--- config.mk ---
export PLATFORM = sky130hd
export DESIGN_NAME = pdown_counter
export DESIGN_NICKNAME = d
export VERILOG_FILES = /design/src/rtl/pdc_pkg.sv /design/src/rtl/pdc_ctrl.sv /design/src/rtl/pdc_dpath.sv /design/src/rtl/pdown_counter.sv
export SDC_FILE = /design/constraint.sdc
export NUM_CORES = 1
export LEC_CHECK = 0
export ABC_AREA = 1
export BUFFER_PORTS_ARGS = -buffer_cell sky130_fd_sc_hd__clkbuf_2
export CAP_MARGIN = 0
export CORE_MARGIN = 3
export CORE_UTILIZATION = 30
export DETAILED_ROUTE_END_ITERATION = 12
export GPL_ROUTABILITY_DRIVEN = 0
export GPL_TIMING_DRIVEN = 0
export PLACE_DENSITY = 0.63
export SETUP_SLACK_MARGIN = 0.15
export SYNTH_ARGS = -nofsm -noshare
export SYNTH_HDL_FRONTEND = slang
export SYNTH_HIERARCHICAL = 1
export SYNTH_SLANG_ARGS = --single-unit
--- constraint.sdc ---
create_clock -name clk -period 1.5 [get_ports clk]
set_clock_uncertainty 0.15 [all_clocks]
set_input_delay 0.3 -clock clk [delete_from_list [all_inputs] [get_ports clk]]
set_output_delay 0.3 -clock clk [all_outputs]
set_load 0.05 [all_outputs]
--- src/rtl/pdc_pkg.sv ---
package pdc_pkg;
  // Strobes from control to datapath, valid for one system clock
  typedef struct packed {
    logic load;  // copy preset into the register
    logic dec;   // step the register down by one
  } ctrlStrobes_t;
endpackage

--- src/rtl/pdc_ctrl.sv ---
module pdc_ctrl
  import pdc_pkg::*;
#(
  parameter int SYNC_STAGES = 2
) (
  input  logic         clk,
  input  logic         masterRst,
  input  logic         tickRise,
  input  logic         tickFall,
  input  logic         loadLvl,
  output ctrlStrobes_t strobes,
  output logic         loadSeen
);
  localparam int LAST = SYNC_STAGES - 1;

  logic [SYNC_STAGES-1:0] chainA, chainB;
  logic syncA, syncB, prevA, prevB;
  logic riseA, fallB, countEvent;

  // Synchronizer chains, one flop per stage
  genvar g;
  generate
    for (g = 0; g < SYNC_STAGES; g++) begin : gSync
      if (g == 0) begin : gFirst
        always_ff @(posedge clk or posedge masterRst) begin
          if (masterRst) begin
            chainA[0] <= 1'b0;
            chainB[0] <= 1'b0;
          end else begin
            chainA[0] <= tickRise;
            chainB[0] <= tickFall;
          end
        end
      end else begin : gNext
        always_ff @(posedge clk or posedge masterRst) begin
          if (masterRst) begin
            chainA[g] <= 1'b0;
            chainB[g] <= 1'b0;
          end else begin
            chainA[g] <= chainA[g-1];
            chainB[g] <= chainB[g-1];
          end
        end
      end
    end
  endgenerate

  assign syncA = chainA[LAST];
  assign syncB = chainB[LAST];

  // Previous synchronized samples for edge detection, plus the registered load
  always_ff @(posedge clk or posedge masterRst) begin
    if (masterRst) begin
      prevA    <= 1'b0;
      prevB    <= 1'b0;
      loadSeen <= 1'b0;
    end else begin
      prevA    <= syncA;
      prevB    <= syncB;
      loadSeen <= loadLvl;
    end
  end

  assign riseA = syncA & ~prevA;
  assign fallB = ~syncB & prevB;

  // Each input is enabled by the level of the other; the two edges merge into one event
  assign countEvent = (riseA & ~syncB) | (fallB & syncA);

  always_comb begin
    strobes.load = loadLvl;
    strobes.dec  = countEvent & ~loadLvl;
  end

  // no decrement is requested while load is asserted
  p_no_dec_in_load_r2 : assert property (@(posedge clk) disable iff (masterRst)
    strobes.dec |-> !loadLvl);

  // a decrement needs a change on one of the synchronized inputs
  p_dec_needs_edge_r5 : assert property (@(posedge clk) disable iff (masterRst)
    strobes.dec |-> ((syncA != prevA) || (syncB != prevB)));

  // a rising edge on the first input while the second is high gives no decrement
  p_rise_gated_r5 : assert property (@(posedge clk) disable iff (masterRst)
    (riseA && syncB && !fallB) |-> !strobes.dec);
endmodule

--- src/rtl/pdc_dpath.sv ---
module pdc_dpath
  import pdc_pkg::*;
#(
  parameter int WIDTH = 4
) (
  input  logic             clk,
  input  logic             masterRst,
  input  ctrlStrobes_t     strobes,
  input  logic [WIDTH-1:0] preset,
  input  logic             cascadeIn,
  input  logic             loadSeen,
  output logic [WIDTH-1:0] countOut,
  output logic             termOut
);
  localparam logic [WIDTH-1:0] ZERO = '0;
  localparam logic [WIDTH-1:0] ONE  = WIDTH'(1);

  logic [WIDTH-1:0] countQ;

  // Load beats decrement; reset beats both
  always_ff @(posedge clk or posedge masterRst) begin
    if (masterRst)
      countQ <= ZERO;
    else if (strobes.load)
      countQ <= preset;
    else if (strobes.dec)
      countQ <= countQ - ONE;
  end

  assign countOut = countQ;
  assign termOut  = (countQ == ZERO) & cascadeIn & ~loadSeen;

  // load copies the preset at the next edge
  p_load_copy_r2 : assert property (@(posedge clk) disable iff (masterRst)
    strobes.load |=> (countQ == $past(preset)));

  // one decrement step, with wrap from zero
  p_step_down_r1 : assert property (@(posedge clk) disable iff (masterRst)
    (strobes.dec && !strobes.load) |=> (countQ == $past(countQ) - ONE));

  // no strobe means the count holds
  p_hold_r5 : assert property (@(posedge clk) disable iff (masterRst)
    (!strobes.dec && !strobes.load) |=> $stable(countQ));

  // terminal count only at zero with the cascade input high
  p_tc_zero_r6 : assert property (@(posedge clk) disable iff (masterRst)
    termOut |-> ((countOut == ZERO) && cascadeIn));

  // reset holds the count at zero
  p_reset_clear_r7 : assert property (@(posedge clk)
    masterRst |-> (countOut == ZERO));
endmodule

--- src/rtl/pdown_counter.sv ---
module pdown_counter
  import pdc_pkg::*;
#(
  parameter int WIDTH       = 4,
  parameter int SYNC_STAGES = 2
) (
  input  logic             clk,
  input  logic             masterRst,
  input  logic             loadLvl,
  input  logic [WIDTH-1:0] preset,
  input  logic             tickRise,
  input  logic             tickFall,
  input  logic             cascadeIn,
  output logic [WIDTH-1:0] countOut,
  output logic             termOut
);
  ctrlStrobes_t strobes;
  logic         loadSeen;

  pdc_ctrl #(.SYNC_STAGES(SYNC_STAGES)) uCtrl (
    .clk      (clk),
    .masterRst(masterRst),
    .tickRise (tickRise),
    .tickFall (tickFall),
    .loadLvl  (loadLvl),
    .strobes  (strobes),
    .loadSeen (loadSeen)
  );

  pdc_dpath #(.WIDTH(WIDTH)) uDpath (
    .clk      (clk),
    .masterRst(masterRst),
    .strobes  (strobes),
    .preset   (preset),
    .cascadeIn(cascadeIn),
    .loadSeen (loadSeen),
    .countOut (countOut),
    .termOut  (termOut)
  );
endmodule

==> flow_summary.json, run 1 <==
{
  "numCtsBuffers": 3,
  "antenna_found_initial": 0,
  "path_class": "reg -> out",
  "min_period_ps": 1640,
  "final_max_slew_viol_count": 0,
  "drive_gt1_share_pct": 44.7,
  "vias": 411,
  "antenna_left": 0,
  "critPathMaxStageDelay_ps": 430,
  "drcViolationCount": 0,
  "wl_per_cell_um": 11.1,
  "grt_overflow": 0,
  "pin_count": 15,
  "finalSetupTns_ps": -145,
  "fin_crit_sh_pct": 110,
  "crit_required_ps": 1050,
  "antennaDiodeCount": 0,
  "finalHoldViolCount": 0,
  "p_leak_uw": 0.000400,
  "routed_via_density": 4.52,
  "min_path_type": "in -> reg",
  "syn_nets": 61,
  "power.density_mw_per_mm2": 962,
  "final_cells": 91,
  "synth_area_um2": 465,
  "die_h_um": 45.4,
  "cts_max_level": 1,
  "cp_data_arrival_time_ps": 1190,
  "failed_checks": "setup timing",
  "start_util_pct": 33.7,
  "cp_cell_sequence": "inv_4 > ha_4 > nand3_4 > nor2_4 > buf_8",
  "die-area_mm2": 0.00206,
  "maxCapViolCount": 0,
  "clkTransAtPathRegs_ps": 70,
  "cts_tree": "built",
  "critPathLaunchType": "flip-flop",
  "synth_seq_cells": 11,
  "die_w_um": 45.4,
  "worstMarginPinSlew_ps": 269,
  "slew_headroom_pct": 82.0,
  "port_buffers": 14,
  "clk_latency_ps": 260,
  "grt_first_pass_wirelength_um": 1720,
  "grt_pass1_vias": 407,
  "synth-seq-area-share_pct": 59.1,
  "max_freq_mhz": 608,
  "cts_sinks": 11,
  "run_status": "complete, but fails checks",
  "clockBufferDepth": 2,
  "worstSetupEndpointType": "output pin",
  "ir_worst_vdd_mv": 0.593,
  "yosysWarningCount": 6,
  "rows": 13,
  "fin_ws_ps": -145,
  "final_core_util_pct": 57.9,
  "setup_viol": 1,
  "grt_use_total_pct": 12.0,
  "drt_iter0_drc": 2,
  "synthCells": 49,
  "crit_fanout": 2,
  "whs_ps": 27.7,
  "core-area_mm2": 0.00138,
  "grt_max_degree": 8,
  "layout_common_cells": "9 x clkbuf_2, 9 x nand2_1, 8 x inv_1, 7 x dfrtp_1, 5 x buf_4",
  "synth_cell_types": 12,
  "avgSynthCellArea_um2": 9.50,
  "rsz0062_at_grt": "true",
  "cts_root_buf": "clkbuf_4",
  "dpl.cell_count": 78,
  "hpwl_um": 652,
  "drt_pass1_iterations": 4,
  "worst_path_max_delay_cell": "dfrtp_2",
  "syn_to_final_growth_pct": 72.0,
  "fill_cells": 117,
  "routed_wl_um": 1010,
  "fin_nets": 89
}
[what timing repair did]
item / in CTS / in global routing
pin swaps: 1 / 1
hold buffers: 3 / 0
setup buffers: 6 / 0
gates resized for setup: 19 / 3
endpoints found under the hold margin: 13 / 0
endpoints found under the setup margin: 5 / 5
[synthesized netlist by cell type]
cell	n	share of area, %
dfrtp_1	11	59
inv_1	10	8.1
nand2_1	9	7.3
nor2_1	6	4.8
nand3_1	4	4.3
ha_1	2	5.4
o211ai_1	2	3.2
a21boi_1	1	1.6
a22oi_1	1	1.6
buf_4	1	1.6
o21ai_0	1	1.1
xnor2_1	1	1.9
[cells by family (layout without fill, tap and decap cells)]
group / after synthesis / in the layout / synth area share (%)
adders and majority gates: 2 / 2 / 5.38
DFF: 11 / 11 / 59.1
and+or+nand+nor: 19 / 19 / 16.4
xor gates and xnor gates: 1 / 1 / 1.88
buffers and inverters: 11 / 38 / 9.68
AOI/OAI and AO/OA: 5 / 5 / 7.53
[state kept, by name, summed over array words and instances, names as in the netlist]
signal,flops
uCtrl/syncA,1
uCtrl/prevA,1
uCtrl/chainA,1
uCtrl/loadSeen,1
uCtrl/chainB,1
uDpath/countOut,4
uCtrl/prevB,1
uCtrl/syncB,1
[final timing paths]
| path | start | to | slack (ps) | depth (start not counted) |
|---|---|---|---|---|
| max | uDpath/countOut[0] | termOut | -140 | 5 |
| min | loadLvl | uCtrl/loadSeen | 30 | 1 |
| max reg2reg | uDpath/countOut[0] | uDpath/countOut[2] | 220 | 5 |
| min reg2reg | uCtrl/chainB[0] | uCtrl/syncB | 200 | 0 |
| max in group asynchronous | masterRst | uCtrl/prevB | 630 | 3 |
| min in group asynchronous | masterRst | uDpath/countOut[3] | 310 | 3 |
[through the flow]
stage	cell area, um2	worst slack [ps]	power, uW
CTS	796	-160	777
global placement	584	-44.0	483
global route	801	-201	820
finish	801	-145	771
detailed placement	584	-45.8	484
floorplan	495	-89.6	445
[area by class of cell]
cell class	count	area (um2)	area share (%)
sequential	11	280	35.0
timing repair buffer	23	243	30.3
multi-input combinational	27	185	23.1
inverter	10	40.0	5.00
clock buffer	4	26.3	3.28
tap	15	18.8	2.34
buffer	1	7.51	0.938
[where the power goes]
part | internal (uW) | leakage, uW | total [uW] | switching, uW
Combinational | 124 | 0.000260 | 244 | 120
Sequential | 320 | 0.000126 | 336 | 16.1
Clock | 103 | 0.0000150 | 191 | 88.1
Total | 547 | 0.000400 | 771 | 224
[critical path, delay by kind of cell, from the launching register on]
kind,cells,cell delay (ps)
and+or+nand+nor,2,160
buffers and inverters,2,220
adders and majority gates,1,130
DFF,1,430
[layer usage]
layer / GRT usage, % / share of wire [%] / up-vias
li1: - / - / 207
met1: 16.1 / 48 / 191
met2: 16.7 / 45 / 11
met3: 3.95 / 5.9 / 2
met4: 7.02 / 0.89 / 0
met5: 0 / 0 / -
Note: power is estimated with default switching activity, not from simulation.
==> inputs of run 2 (changes only) <==
Settings changed: SETUP_SLACK_MARGIN 0.15 to default.
==> flow_summary.json, run 2 (synthesis results as in run 1) <==
{
  "layout_common_cells": "11 x clkbuf_2, 9 x nand2_1, 8 x inv_1, 7 x buf_4, 7 x dfrtp_1",
  "rsz0062_at_grt": "true",
  "ir_worst_vdd_mv": 0.560,
  "slew_headroom_pct": 81.7,
  "fin_nets": 87,
  "numCtsBuffers": 3,
  "run_status": "complete, but fails checks",
  "multi_input_area_um2": 185,
  "grt_overflow": 0,
  "grt_first_pass_wirelength_um": 1640,
  "crit_required_ps": 1050,
  "intPower_uw": 497,
  "max_freq_mhz": 611,
  "path_class": "reg -> out",
  "endpoint": "termOut",
  "die_w_um": 45.4,
  "wl_per_cell_um": 10.4,
  "worstSetupEndpointType": "output pin",
  "p_switching_uw": 214,
  "crit_fanout": 2,
  "finalHoldViolCount": 0,
  "rrSetupSlack_ps": 240,
  "power.density_mw_per_mm2": 1010,
  "fin_ws_ps": -136,
  "grt_pass1_vias": 396,
  "seq_area_um2": 280,
  "drt_iter0_drc": 5,
  "syn_to_final_growth_pct": 51.1,
  "drt_pass1_iterations": 4,
  "grt_use_total_pct": 11.3,
  "antennaDiodeCount": 0,
  "drcViolationCount": 0,
  "setup_viol": 1,
  "critPathLaunch": "uDpath/countOut[0]",
  "p_leak_uw": 0.000359,
  "start_util_pct": 33.7,
  "antenna_left": 0,
  "r2r_cells": 5,
  "rows": 13,
  "cts_sinks": 11,
  "min_period_ps": 1640,
  "p_clk_share_pct": 26.9,
  "worstMarginPinSlew_ps": 275,
  "critPathLaunchType": "flip-flop",
  "pin_count": 15,
  "antenna_found_initial": 0,
  "rr_startpoint": "uDpath/countOut[0]",
  "die-area_mm2": 0.00206,
  "vias": 400,
  "clkTransAtPathRegs_ps": 70,
  "port_buffers": 14,
  "largest_reg_flops": 4,
  "combPwrFrac_pct": 25.3,
  "layout_commonest_cell": "clkbuf_2",
  "routed_wl_um": 926,
  "die_h_um": 45.4,
  "cts_root_buf": "clkbuf_4",
  "clk_latency_ps": 250,
  "cts_max_level": 1,
  "cts_tree": "built",
  "core-area_mm2": 0.00138,
  "drive_gt1_share_pct": 43.2,
  "whs_ps": 26.9,
  "final_max_slew_viol_count": 0,
  "min_path_type": "in -> reg",
  "clockBufferDepth": 2,
  "fin_crit_sh_pct": 109,
  "cp_data_arrival_time_ps": 1190,
  "reg2reg_to": "uDpath/countOut[2]",
  "hpwl_um": 652,
  "grt_max_degree": 8,
  "fill_cells": 135,
  "maxCapViolCount": 0,
  "routed_via_density": 4.49,
  "p_sw_share_pct": 30.1,
  "seqPwrFrac_pct": 47.8,
  "failed_checks": "setup timing",
  "total_power_uw": 710
}
## run 2: what timing repair did
action	CTS	global route
endpoints found under the setup margin	1	3
resized for setup	7	5
hold endpoints to repair	13	0
pin swaps	1	0
hold buffers	3	0
buffers inserted	4	0
## run 2: critical path: stages (launching register included)
cell	delay [ps]
dfrtp_2	420
inv_4	70
ha_4	130
nand3_4	70
nor2_4	90
buf_8	150
## run 2: stage by stage
stage | utilization, % | std cells | setup slack, ps | setup TNS, ps | area [um2]
4_1_cts | 50.6 | 89 | -160 | -160 | 699
2_1_floorplan | - | 49 | -89.6 | -89.6 | 495
3_5_place_dp | 42.3 | 78 | -45.8 | -45.8 | 584
6_report | 50.9 | 89 | -136 | -136 | 703
5_1_grt | 50.9 | 89 | -195 | -195 | 703
3_3_place_gp | 42.3 | 78 | -44.0 | -44.0 | 584
## run 2: layout make-up
type	instances	area share [%]
tap	15	2.67
buffer	1	1.07
multi-input combinational	27	26.3
sequential	11	39.9
timing repair buffer	21	20.6
clock buffer	4	3.74
inverter	10	5.69
## run 2: worst min-delay path by stage
stage / start / to / slack [ps] / cells past startpoint
detailed placement: masterRst / uDpath/countOut[0] / 40 / 2
global route: loadLvl / uCtrl/loadSeen / 30 / 1
CTS: loadLvl / uCtrl/loadSeen / 20 / 1
floorplan: masterRst / uDpath/countOut[0] / -80 / 1
global placement: masterRst / uDpath/countOut[0] / 40 / 2
finish: loadLvl / uCtrl/loadSeen / 30 / 1
## run 2: power groups by stage
stage	Combinational [uW]	Sequential, uW	Clock, uW
final	180	339	191
after global routing	199	343	220
after CTS	178	339	202
after detailed placement	141	344	0
after global placement	139	343	0
after floorplan	62.2	382	0
## run 2: metal layers
metal | global-route usage [%] | vias up | wire length (um)
met2 | 15.3 | 9 | 422
met1 | 15.3 | 187 | 446
met5 | 0 | - | 0
li1 | - | 202 | -
met4 | 7.02 | 0 | 13
met3 | 3.56 | 2 | 43
